[config.mk]
export PLATFORM = sky130hd
export DESIGN_NAME = pwr_seq_top
export DESIGN_NICKNAME = d
export VERILOG_FILES = /design/src/rtl/pwr_seq_pkg.sv /design/src/rtl/pwr_seq_wake.sv /design/src/rtl/pwr_seq_timer.sv /design/src/rtl/pwr_seq_fsm.sv /design/src/rtl/pwr_seq_top.sv
export SDC_FILE = /design/constraint.sdc
export NUM_CORES = 1
export LEC_CHECK = 0
export BUFFER_PORTS_ARGS = -buffer_cell sky130_fd_sc_hd__buf_2
export CAP_MARGIN = 10
export CORE_MARGIN = 1
export CORE_UTILIZATION = 56
export CTS_BUF_LIST = sky130_fd_sc_hd__clkbuf_4
export CTS_CLUSTER_SIZE = 24
export DETAILED_ROUTE_END_ITERATION = 8
export PLACE_DENSITY = 0.78
export REMOVE_ABC_BUFFERS = 1
export SLEW_MARGIN = 10
export SYNTH_ARGS = -nofsm -noshare
export SYNTH_HDL_FRONTEND = slang
export SYNTH_HIERARCHICAL = 1
export SYNTH_SLANG_ARGS = --single-unit
export TNS_END_PERCENT = 5
[constraint.sdc]
create_clock -name clk -period 2.01 [get_ports clk]
set_input_delay 0 -clock clk [delete_from_list [all_inputs] [get_ports clk]]
set_output_delay 0 -clock clk [all_outputs]
set_load 0.03 [all_outputs]
[src/rtl/pwr_seq_pkg.sv]
package pwr_seq_pkg;

  localparam int NRAIL = 7;
  localparam int NEXT  = 3;
  localparam int NREG  = 3;

  typedef enum logic [2:0] {
    SQ_OFF,
    SQ_UP1,
    SQ_UP2,
    SQ_UP3,
    SQ_RUN,
    SQ_DOWN,
    SQ_LOCK
  } seq_state_e;

  // rails still allowed on at each step of the reverse shutdown
  function automatic logic [NRAIL-1:0] down_keep(input logic [1:0] step);
    case (step)
      2'd0:    return NRAIL'(7'b0000111);
      2'd1:    return NRAIL'(7'b0000011);
      2'd2:    return NRAIL'(7'b0000001);
      default: return '0;
    endcase
  endfunction

endpackage

[src/rtl/pwr_seq_wake.sv]
module pwr_seq_wake (
  input  logic wake_key,
  input  logic wake_hf,
  input  logic wake_chg,
  input  logic uvlo_ok,
  input  logic tsd,
  output logic wake_any,
  output logic start_ok,
  output logic key_n
);
  assign wake_any = wake_key | wake_hf | wake_chg;
  assign start_ok = wake_any & uvlo_ok & ~tsd;
  assign key_n    = ~wake_key;
endmodule

[src/rtl/pwr_seq_timer.sv]
module pwr_seq_timer #(
  parameter int LIMIT = 16
) (
  input  logic clk,
  input  logic rst_n,
  input  logic clr,
  input  logic run,
  output logic done
);
  localparam int W = $clog2(LIMIT + 1);
  logic [W-1:0] cnt_q;

  always_ff @(posedge clk or negedge rst_n) begin
    if (!rst_n) begin
      cnt_q <= '0;
      done  <= 1'b0;
    end else if (clr) begin
      cnt_q <= '0;
      done  <= 1'b0;
    end else if (run && !done) begin
      cnt_q <= cnt_q + 1'b1;
      if (cnt_q == W'(LIMIT - 1)) done <= 1'b1;
    end
  end
endmodule

[src/rtl/pwr_seq_fsm.sv]
module pwr_seq_fsm
  import pwr_seq_pkg::*;
(
  input  logic             clk,
  input  logic             rst_n,
  input  logic             start_ok,
  input  logic             wake_any,
  input  logic             uvlo_ok,
  input  logic             tsd,
  input  logic [2:0]       pgood,
  input  logic [NEXT-1:0]  ext_en,
  input  logic [NREG-1:0]  reg_en,
  input  logic             host_hold,
  input  logic             hold_expired,
  output seq_state_e       state,
  output logic             held,
  output logic [NRAIL-1:0] rail_en
);
  seq_state_e       st_d;
  logic [1:0]       step_q, step_d;
  logic             r1_good_q;
  logic [NRAIL-1:0] en_d;
  logic             active, req_fail, trip;

  assign active = (state == SQ_UP1) || (state == SQ_UP2) ||
                  (state == SQ_UP3) || (state == SQ_RUN);

  always_comb begin
    case (state)
      SQ_UP2:  req_fail = !pgood[0];
      SQ_UP3:  req_fail = !pgood[0] || !pgood[1];
      SQ_RUN:  req_fail = !pgood[1] || (r1_good_q && rail_en[0] && !pgood[0]);
      default: req_fail = 1'b0;
    endcase
  end

  assign trip = tsd || (active && (req_fail || !uvlo_ok));

  always_comb begin
    st_d = state;
    if (trip && state != SQ_OFF) begin
      st_d = SQ_LOCK;
    end else begin
      case (state)
        SQ_OFF:  if (start_ok) st_d = SQ_UP1;
        SQ_UP1:  if (pgood[0]) st_d = SQ_UP2;
        SQ_UP2:  if (pgood[1]) st_d = SQ_UP3;
        SQ_UP3:  if (pgood[2]) st_d = SQ_RUN;
        SQ_RUN:  if (hold_expired || (held && !host_hold && !wake_any)) st_d = SQ_DOWN;
        SQ_DOWN: if (step_q == 2'd3) st_d = SQ_LOCK;
        SQ_LOCK: if (!wake_any) st_d = SQ_OFF;
        default: st_d = SQ_OFF;
      endcase
    end
  end

  assign step_d = (st_d == SQ_DOWN && state == SQ_DOWN) ? step_q + 2'd1 : 2'd0;

  always_comb begin
    case (st_d)
      SQ_UP1:  en_d = NRAIL'(7'b0000001);
      SQ_UP2:  en_d = NRAIL'(7'b0000011);
      SQ_UP3:  en_d = {1'b0, ext_en, 3'b111};
      SQ_RUN:  en_d = {held ? reg_en[2] : 1'b0, ext_en,
                       held ? reg_en[1] : 1'b1, 1'b1,
                       held ? reg_en[0] : 1'b1};
      SQ_DOWN: en_d = rail_en & down_keep(step_d);
      default: en_d = '0;
    endcase
  end

  always_ff @(posedge clk or negedge rst_n) begin
    if (!rst_n) begin
      state     <= SQ_OFF;
      step_q    <= 2'd0;
      held      <= 1'b0;
      r1_good_q <= 1'b0;
      rail_en   <= '0;
    end else begin
      state     <= st_d;
      step_q    <= step_d;
      held      <= (state == SQ_RUN) && (held || host_hold);
      r1_good_q <= rail_en[0] && (r1_good_q || pgood[0]);
      rail_en   <= en_d;
    end
  end
endmodule

[src/rtl/pwr_seq_top.sv]
module pwr_seq_top
  import pwr_seq_pkg::*;
#(
  parameter int RST_DLY_CYC  = 600000,
  parameter int HOLD_WIN_CYC = 2000000
) (
  input  logic             clk,
  input  logic             rst_n,
  input  logic             wake_key,
  input  logic             wake_hf,
  input  logic             wake_chg,
  input  logic             uvlo_ok,
  input  logic             tsd,
  input  logic [2:0]       pgood,
  input  logic [NEXT-1:0]  ext_en,
  input  logic             host_hold,
  input  logic [NREG-1:0]  reg_en,
  output logic [NRAIL-1:0] rail_en,
  output logic             rst_out_n,
  output logic             key_n,
  output logic             pwr_down
);
  seq_state_e state;
  logic wake_any, start_ok, held, active, rst_done, hold_expired;

  pwr_seq_wake u_wake (
    .wake_key (wake_key),
    .wake_hf  (wake_hf),
    .wake_chg (wake_chg),
    .uvlo_ok  (uvlo_ok),
    .tsd      (tsd),
    .wake_any (wake_any),
    .start_ok (start_ok),
    .key_n    (key_n)
  );

  assign active = (state == SQ_UP1) || (state == SQ_UP2) ||
                  (state == SQ_UP3) || (state == SQ_RUN);

  pwr_seq_timer #(.LIMIT(RST_DLY_CYC)) u_rst_tmr (
    .clk   (clk),
    .rst_n (rst_n),
    .clr   (!active),
    .run   (active && pgood[0]),
    .done  (rst_done)
  );

  pwr_seq_timer #(.LIMIT(HOLD_WIN_CYC)) u_hold_tmr (
    .clk   (clk),
    .rst_n (rst_n),
    .clr   (state != SQ_RUN),
    .run   (rst_done && !held),
    .done  (hold_expired)
  );

  pwr_seq_fsm u_fsm (
    .clk          (clk),
    .rst_n        (rst_n),
    .start_ok     (start_ok),
    .wake_any     (wake_any),
    .uvlo_ok      (uvlo_ok),
    .tsd          (tsd),
    .pgood        (pgood),
    .ext_en       (ext_en),
    .reg_en       (reg_en),
    .host_hold    (host_hold),
    .hold_expired (hold_expired),
    .state        (state),
    .held         (held),
    .rail_en      (rail_en)
  );

  assign rst_out_n = rst_done && active;
  assign pwr_down  = (state == SQ_OFF) || (state == SQ_LOCK);
endmodule

==> results.cfg, run 1 <==
[status]
status = finished, final reports clean

[timing]
hold_viol = 0
clock.fmax_ghz = 0.523
fin_crit_ps = 1910
skew_ps = 7.89
max_slew_margin_pct = 62.2
grt_setup_unrepaired = yes
tightest_slew_ps = 567
maxSlewViolCount = 0
fin_ws_ps = 99.0
hold-worst-slack_ps = 114
timing.final.crit_share_pct = 95.1
finalSetupViolCount = 0

[floorplanning]
die_h_um = 77.8
core_um2 = 5510
design.portCount = 27
die_w_um = 77.8
row_count = 27
initial_core_util_pct = 58.4
fp.dieArea_um2 = 6050

[routing]
wl_met2_mm = 3.40
wl_met3_um = 344
drt_iter0_markers = 293
detail-route-antenna-nets = 0
wl_met1_mm = 3.20
drc = 0
wl_mm = 7.05
vias = 2761
dr.pass1.iters = 5
wl_per_cell_um = 15.2
top_layer_used = met4
viasPerCell = 5.95

[placed_design]
place_ws_ps = 96.1
dp_hpwl_mm = 4.83
routabilityCongestion = 0.852
dp_cells = 440
io_buffers = 26

[pwr]
peakVddDrop_v = 0.000435
power.total_w = 0.00233
power_density_nw_per_um2 = 617
leakagePower_nw = 1.60

[synth]
yosys.area_share.xor_xnor_pct = 6.26
synthAdderAreaFrac_pct = 1.17
synthMuxAreaShare_pct = 2.10
syn_area_um2 = 3220
synth_compound_area_share_pct = 13.2
synth_top_family_by_area = simple AND/OR/NAND/NOR gates
ys_warn_count = 6
yosys.area_share.simple_pct = 29.7
synth_edf_count = 0
syn_inst = 335
synth-seq-cells = 57
avgSynthCellArea_um2 = 9.61
async_flop_share_pct = 100
ys_types = 60
synth_seq_area_share_pct = 44.3
synth_flop_cell = dfrtp_1

[critical_path]
critPathLaunchType = flip-flop
required_ps = 2330
worstPathArrival_ps = 2230
ff2ff_setup_slack_ps = 100
crit_type = flip-flop to flip-flop
cp_max_fo = 7
end_kind = flip-flop

[cts]
cts_made_buffers = 9
htreeDepth = 3
cts_tree = done
cts_sinks = 57
post_cts_buffers = 0
clk_pin_slew_ps = 90
cts_max_path_buffers = 2
root_buffer = clkbuf_4
worstSkewPairLatency_ps = 400

[cells_and_area]
final_cells = 464
layout_common_cells = dfrtp_1 (57), nor2_1 (39), nand2_1 (26), buf_2 (26), a21oi_1 (19)
layout-drive-gt1-share_pct = 22.2
nets = 407
diodes = 0
final_common_cell = dfrtp_1
syn_to_final_growth_pct = 17.4

[flow_run]
cap_violations = 0

[grt]
track_usage_pct = 26.5
grt_pass1_vias = 2780
grt_pass1_wl_mm = 12.5
grt_max_degree = 35
grt-ovfl-total = 0
antenna_found_initial = 0

[worst_hold_path]
worst_hold_path_type = input pin to flip-flop
## cells in the mapped netlist (4+ instances only)
master	count	share of area, %
nor4_1	10	1.9
nand4_1	9	1.7
nand3_1	8	1.2
o21ai_0	13	2.0
or4_1	7	1.6
nand2_1	26	3.0
xor2_1	12	3.3
nor2_1	40	4.7
nor2b_1	9	1.7
dfrtp_1	57	44
buf_2	4	0.62
xnor2_1	11	3.0
clkbuf_1	4	0.47
inv_1	8	0.93
a21oi_1	19	3.0
nor3_1	6	0.93
and3_1	8	1.6
or3_1	4	0.78
o31ai_1	7	1.6
nand2b_1	5	0.97
## sequential cells by signal, indices dropped and copies added (netlist names)
signal	count
u_fsm/r1_good_q	1
u_fsm/rail_en	7
u_fsm/step_q	2
u_fsm/held	1
u_hold_tmr/done	1
u_fsm/state	3
u_rst_tmr/cnt_q	20
u_hold_tmr/cnt_q	21
u_rst_tmr/done	1
## path summary, 6_finish.rpt
kind,start,endpoint,cells after the start
setup / recovery,u_fsm/state[1]$_DFF_PN0_,u_rst_tmr/cnt_q[18]$_DFFE_PN0P_,6
hold reg to reg,u_fsm/r1_good_q$_DFF_PN0_,u_fsm/r1_good_q$_DFF_PN0_,1
setup reg to reg,u_fsm/state[1]$_DFF_PN0_,u_rst_tmr/cnt_q[18]$_DFFE_PN0P_,6
max in group asynchronous,rst_n,u_fsm/rail_en[4]$_DFF_PN0_,3
min in group asynchronous,rst_n,u_rst_tmr/cnt_q[10]$_DFFE_PN0P_,2
hold / removal,pgood[2],u_fsm/state[2]$_DFF_PN0_,4
## layout make-up
class | count | area [um^2]
fillers | 399 | 1730
multi-input cells | 257 | 1710
inverters | 8 | 30.0
clock inverters | 4 | 43.8
clock buffers | 12 | 90.1
repair buffers | 54 | 385
flip-flops and latches | 57 | 1430
well taps | 72 | 90.1
## metrics by stage
| stage | cell area [um^2] | setup TNS (ps) | util, % |
|---|---|---|---|
| 2_1_floorplan | 3140 | -1360 | - |
| 3_5_place_dp | 3540 | 0 | 64.2 |
| 5_1_grt | 3780 | -146 | 68.6 |
| 3_3_place_gp | 3540 | 0 | 64.2 |
| 4_1_cts | 3750 | 0 | 68.1 |
| 6_report | 3780 | 0 | 68.6 |
## cell families (layout without fill, tap and decap cells)
family                   after synthesis  in the layout
buffers and inverters                 21             78
adder cells (fa/ha/maj)                3              3
flip-flops                            57             57
AND/OR/NAND/NOR                      162            162
AO/OA/AOI/OAI                         63             63
XOR/XNOR                              23             23
multiplexers                           6              6
## report_power, final
group	switching, W	internal (W)
Combinational	0.000200	0.000130
Clock	0.000411	0.000414
Sequential	0.0000117	0.00116
## worst max-delay path, stage by stage (launching register included)
cell and delay [ps]:
dfrtp_1 410, o21ai_0 220, and3_1 230, and4b_1 320
nand4_4 170, or3_1 340, a21oi_1 140
## layer usage
layer / GRT usage [%] / vias to the layer above
li1: - / 1323
met1: 34.9 / 1327
met2: 43.3 / 99
met3: 4.24 / 12
met4: 10.9 / 0
met5: 0 / -
## repair_timing
item	in CTS	in global routing
hold endpoints to repair	30	0
endpoints found under the setup margin	0	13
resized for setup	0	6
hold buffers	8	0
No activity file was read; power rests on OpenSTA's default activity.
==> run 2: changes to the inputs <==
--- a/config.mk
+++ b/config.mk
@@ -8,7 +8,7 @@
 export BUFFER_PORTS_ARGS = -buffer_cell sky130_fd_sc_hd__buf_2
 export CAP_MARGIN = 10
 export CORE_MARGIN = 1
-export CORE_UTILIZATION = 56
+export CORE_UTILIZATION = 55
 export CTS_BUF_LIST = sky130_fd_sc_hd__clkbuf_4
 export CTS_CLUSTER_SIZE = 24
 export DETAILED_ROUTE_END_ITERATION = 8
@@ -17,6 +17,5 @@
 export SLEW_MARGIN = 10
 export SYNTH_ARGS = -nofsm -noshare
 export SYNTH_HDL_FRONTEND = slang
-export SYNTH_HIERARCHICAL = 1
 export SYNTH_SLANG_ARGS = --single-unit
 export TNS_END_PERCENT = 5
==> run 2 against run 1 <==
  * Core utilization shrank 1.7 points
  * Fmax is 1.4% lower
  * Wire length shrank 13%
  * Synthesized cell count shrank 8.1%
  * Critical endpoint is now u_fsm.step_q[0]$_DFF_PN0_
  * Power increased by 42%
  * Highest routed layer unchanged
==> results.cfg, run 2 <==
[status]
status = finished, final reports clean

[synth]
avgSynthCellArea_um2 = 9.66
syn_inst = 308
syn_area_um2 = 2980
ys_types = 55
async_flop_share_pct = 100
synth_flop_cell = dfrtp_1
synth_seq_area_share_pct = 47.9
synthTopCellsByCount = nor2_1 (58), dfrtp_1 (57), xor2_1 (26), nand2_1 (20), nand3_1 (16)
netlist.area_leader.share_pct = 47.9
synth_edf_count = 0
ys_warn_count = 0
synth_most_common_cell = nor2_1
yosysTopAreaCell = dfrtp_1
synth-seq-cells = 57
synth_area_leaders = dfrtp_1 (48%), xor2_1 (7.7%), nor2_1 (7.3%)

[critical_path]
worstPathArrival_ps = 2260
required_ps = 2340
critPathLaunchType = flip-flop
cp_max_fo = 13
crit_type = flip-flop to flip-flop
end_kind = flip-flop

[floorplanning]
fp.dieArea_um2 = 5710
design.portCount = 27
die_w_um = 75.6
row_count = 26
initial_core_util_pct = 57.5
die_h_um = 75.6
core_um2 = 5170

[routing]
wl_per_cell_um = 14.3
drt_iter0_markers = 161
detail-route-antenna-nets = 0
drc = 0
viasPerCell = 5.56
vias = 2384
dr.pass1.iters = 4
wl_mm = 6.16

[flow_run]
cap_violations = 0

[timing]
fin_crit_ps = 1940
finalSetupViolCount = 0
hold_viol = 0
skew_ps = 9.97
timing.final.crit_share_pct = 96.4
tightest_slew_ps = 822
grt_setup_unrepaired = yes
clock.fmax_ghz = 0.516
max_slew_margin_pct = 45.2
maxSlewViolCount = 0

[cells_and_area]
fillers = 399
final_common_cell = nor2_1
reg_top3 = u_hold_tmr.cnt_q: 21 flops, u_rst_tmr.cnt_q: 20 flops, u_fsm.rail_en: 7 flops
nets = 374
largest-register = u_hold_tmr.cnt_q
largest_reg_flops = 21
stdcell_area_um2 = 3460
diodes = 0
syn_to_final_growth_pct = 16.4
layout-drive-gt1-share_pct = 19.8
layout_common_cells = nor2_1 (58), dfrtp_1 (55), xor2_1 (26), buf_2 (26), nand2_1 (20)
final_core_util_pct = 66.9

[placed_design]
place_area_um2 = 3220
dp_hpwl_mm = 4.26
routabilityCongestion = 0.864
io_buffers = 26

[pwr]
peakVddDrop_v = 0.000695
power_density_nw_per_um2 = 957
leakagePower_nw = 1.49

[grt]
grt_pass1_wl_mm = 10.0
grt_pass1_vias = 2207
grt_max_degree = 38
grt-ovfl-total = 0
antenna_found_initial = 0
track_usage_pct = 24.4

[cts]
worstSkewPairLatency_ps = 390
cts_max_path_buffers = 2
cts_sinks = 57
root_buffer = clkbuf_4
cts_tree = done
cts_made_buffers = 9
htreeDepth = 3
clk_pin_slew_ps = 100

[worst_hold_path]
worst_hold_path_type = input pin to flip-flop
## run 2: cell count changes after synthesis, moves of 8 or more
cell,before,now
a21oi_1,19,8
nand3_1,8,16
o21ai_0,13,5
xor2_1,12,26
nor2_1,40,58
## run 2: layout make-up
class / count / area [um^2] / share of cell area, %
Multi-Input combinational cell: 233 / 1490 / 43.1
Clock inverter: 6 / 58.8 / 1.70
Inverter: 9 / 33.8 / 0.976
Clock buffer: 10 / 75.1 / 2.17
Timing Repair Buffer: 44 / 285 / 8.24
Sequential cell: 57 / 1430 / 41.3
Tap cell: 70 / 87.6 / 2.53
## run 2: where the power goes
| part | internal [W] | switching, W |
|---|---|---|
| registers | 0.00123 | 0.000124 |
| clock network | 0.000385 | 0.000429 |
| logic | 0.000415 | 0.000730 |
| total | 0.00203 | 0.00128 |
## run 2: repair_timing
action                                  CTS  global route
resized for setup                         0             8
hold buffers                              8             0
endpoints found under the setup margin    0             8
endpoints found under the hold margin    42             0
buffers inserted                          0             0
## run 2: worst paths after layout
check / start / endpoint / slack (ps) / depth (start not counted)
max: u_fsm.state[0]$_DFF_PN0_ / u_fsm.step_q[0]$_DFF_PN0_ / 70 / 7
min: pgood[2] / u_fsm.state[2]$_DFF_PN0_ / 60 / 4
max reg2reg: u_fsm.state[0]$_DFF_PN0_ / u_fsm.step_q[0]$_DFF_PN0_ / 70 / 7
min reg2reg: u_fsm.step_q[0]$_DFF_PN0_ / u_fsm.step_q[0]$_DFF_PN0_ / 500 / 1
max in group asynchronous: rst_n / u_rst_tmr.cnt_q[8]$_DFFE_PN0P_ / 1090 / 3
min in group asynchronous: rst_n / u_rst_tmr.cnt_q[7]$_DFFE_PN0P_ / 230 / 2
## run 2: kinds of logic after synthesis
family                   Yosys count  share of synthesized area (%)
flip-flops                        57                           47.9
AND/OR/NAND/NOR                  154                           27.0
buffers and inverters             18                           2.86
multiplexers                       2                          0.715
AO/OA/AOI/OAI                     36                           9.08
adder cells (fa/ha/maj)            3                           1.26
XOR/XNOR                          38                           11.2
## run 2: routing by layer
metal	wire, um	vias to the layer above	global-route usage, %
met3	246	14	4.89
li1	-	1160	-
met2	2930	67	36.5
met1	2840	1143	33.5
met4	142	0	13.2
met5	0	-	0
## run 2: per-stage QoR
step,cells,worst slack (ps),power [W],hold WS [ps],setup TNS (ps)
after floorplan,299,-39.4,0.00205,-296,-68.6
after global placement,405,142,0.00242,143,0
after detailed placement,405,63.6,0.00244,145,0
after CTS,429,27.7,0.00327,59.9,0
after global routing,429,-91.1,0.00351,80.6,-327
final,429,72.2,0.00331,58.0,0
## run 2: worst max-delay path, cell delays in order, from the launching register on
cell     delay [ps]
dfrtp_1         440
buf_4           210
a21oi_1         110
o21ai_0         110
nor3b_2         290
nor2_2          130
or3_1           430
nor3_2          160
==> run 3: changes to the inputs <==
--- a/config.mk
+++ b/config.mk
@@ -8,11 +8,10 @@
 export BUFFER_PORTS_ARGS = -buffer_cell sky130_fd_sc_hd__buf_2
 export CAP_MARGIN = 10
 export CORE_MARGIN = 1
-export CORE_UTILIZATION = 55
-export CTS_BUF_LIST = sky130_fd_sc_hd__clkbuf_4
+export CORE_UTILIZATION = 53
 export CTS_CLUSTER_SIZE = 24
 export DETAILED_ROUTE_END_ITERATION = 8
-export PLACE_DENSITY = 0.78
+export PLACE_DENSITY = 0.75
 export REMOVE_ABC_BUFFERS = 1
 export SLEW_MARGIN = 10
 export SYNTH_ARGS = -nofsm -noshare
==> run 3 against run 2 <==
  * Hold slack got worse by 13 ps
  * Clock skew fell by 5.9 ps
  * Critical path depth did not move
  * Fmax rose by 0.39%
  * Setup slack improved by 7.5 ps
  * Die area rose by 3.7%
  * Clock power rose by 16%
==> results.cfg, run 3 (same netlist as run 2, synthesis figures left out) <==
[status]
status = finished, final reports clean

[cts]
cts_made_buffers = 9
cts_tree = done
post_cts_buffers = 0
cts_sinks = 57
worstSkewPairLatency_ps = 340
clk_pin_slew_ps = 60
cts_max_path_buffers = 2
root_buffer = clkbuf_8
htreeDepth = 3

[timing]
tightest_slew_ps = 570
hold_viol = 0
finalSetupViolCount = 0
timing.final.crit_share_pct = 96.0
fin_ws_ps = 79.7
grt_setup_unrepaired = yes
clock.fmax_ghz = 0.518
hold-worst-slack_ps = 44.8
fin_crit_ps = 1930
skew_ps = 4.05
maxSlewViolCount = 0
max_slew_margin_pct = 61.7

[grt]
antenna_found_initial = 0
grt_pass1_wl_mm = 10.9
grt_max_degree = 22
grt-ovfl-total = 0
grt_pass1_vias = 2473
track_usage_pct = 23.8

[routing]
vias = 2356
viasPerCell = 5.48
drt_iter0_markers = 159
drc = 0
wl_per_cell_um = 14.4
detail-route-antenna-nets = 0
wl_mm = 6.18
dr.pass1.iters = 4

[critical_path]
critPathLaunchType = flip-flop
required_ps = 2280
end_kind = flip-flop
crit_type = flip-flop to flip-flop
worstPathArrival_ps = 2200
cp_max_fo = 6

[cells_and_area]
nets = 375
final_common_cell = nor2_1
reg_top3 = u_hold_tmr.cnt_q: 21 flops, u_rst_tmr.cnt_q: 20 flops, u_fsm.rail_en: 7 flops
largest-register = u_hold_tmr.cnt_q
syn_to_final_growth_pct = 18.0
diodes = 0
fillers = 434
layout-drive-gt1-share_pct = 20.0
layout_common_cells = nor2_1 (58), dfrtp_1 (55), xor2_1 (26), buf_2 (26), nand2_1 (20)
largest_reg_flops = 21
final_core_util_pct = 66.6

[floorplanning]
core_um2 = 5270
fp.dieArea_um2 = 5920
die_w_um = 76.9
design.portCount = 27
row_count = 26
initial_core_util_pct = 56.5
die_h_um = 76.9

[worst_hold_path]
worst_hold_path_type = input pin to flip-flop

[flow_run]
cap_violations = 0

[pwr]
peakVddDrop_v = 0.000876
power_density_nw_per_um2 = 987
leakagePower_nw = 1.51

[placed_design]
io_buffers = 26
routabilityCongestion = 0.904
dp_hpwl_mm = 4.28
place_ws_ps = 87.8
run 3: worst paths after layout:
check	start	end	slack, ps	cells after the start
setup / recovery	u_fsm.step_q[0]$_DFF_PN0_	u_fsm.rail_en[5]$_DFF_PN0_	80	7
hold / removal	reg_en[1]	u_fsm.rail_en[2]$_DFF_PN0_	40	5
setup reg to reg	u_fsm.step_q[0]$_DFF_PN0_	u_fsm.rail_en[5]$_DFF_PN0_	80	7
hold reg to reg	u_fsm.r1_good_q$_DFF_PN0_	u_fsm.r1_good_q$_DFF_PN0_	500	1
max in group asynchronous	rst_n	u_hold_tmr.cnt_q[8]$_DFFE_PN0P_	1230	3
min in group asynchronous	rst_n	u_fsm.rail_en[5]$_DFF_PN0_	150	2
run 3: where the power goes:
group / internal, W / switching [W] / total (W)
clock network: 0.000508 / 0.000434 / 0.000942
logic: 0.000429 / 0.000751 / 0.00118
registers: 0.00123 / 0.000109 / 0.00134
total: 0.00217 / 0.00129 / 0.00347
run 3: layout make-up:
cell class / instances / area (um^2) / share of cell area [%]
multi-input combinational: 233 / 1500 / 42.6
sequential: 57 / 1430 / 40.7
clock inverter: 3 / 15.0 / 0.428
timing repair buffer: 45 / 290 / 8.27
tap: 70 / 87.6 / 2.49
inverter: 9 / 33.8 / 0.962
clock buffer: 13 / 159 / 4.53
run 3: metrics by stage:
stage	TNS [ps]	cell area, um^2	std cells	power [W]
floorplan	-68.6	2920	299	0.00205
global placement	0	3230	407	0.00245
detailed placement	0	3230	407	0.00246
CTS	0	3480	430	0.00342
global route	-42.0	3510	430	0.00368
finish	0	3510	430	0.00347
run 3: what timing repair did:
action,in CTS,in global routing
resized for setup,0,8
hold buffers,7,0
endpoints found under the setup margin,0,7
hold endpoints to repair,25,0
run 3: per-layer routing:
metal | part of all wire, % | wire (um) | vias to the layer above | GRT usage (%)
li1 | - | - | 1152 | -
met1 | 47 | 2920 | 1130 | 29.8
met2 | 47 | 2900 | 57 | 38.2
met3 | 3.3 | 206 | 17 | 5.60
met4 | 2.5 | 154 | 0 | 12.7
met5 | 0 | 0 | - | 0
run 3: critical path, cell delays in order (launching register included):
cell     delay, ps
dfrtp_1        420
ha_1           210
mux2_2         300
nand2_1        120
o21ai_1        160
o31ai_1        360
o21ai_1        180
nor2_1         120
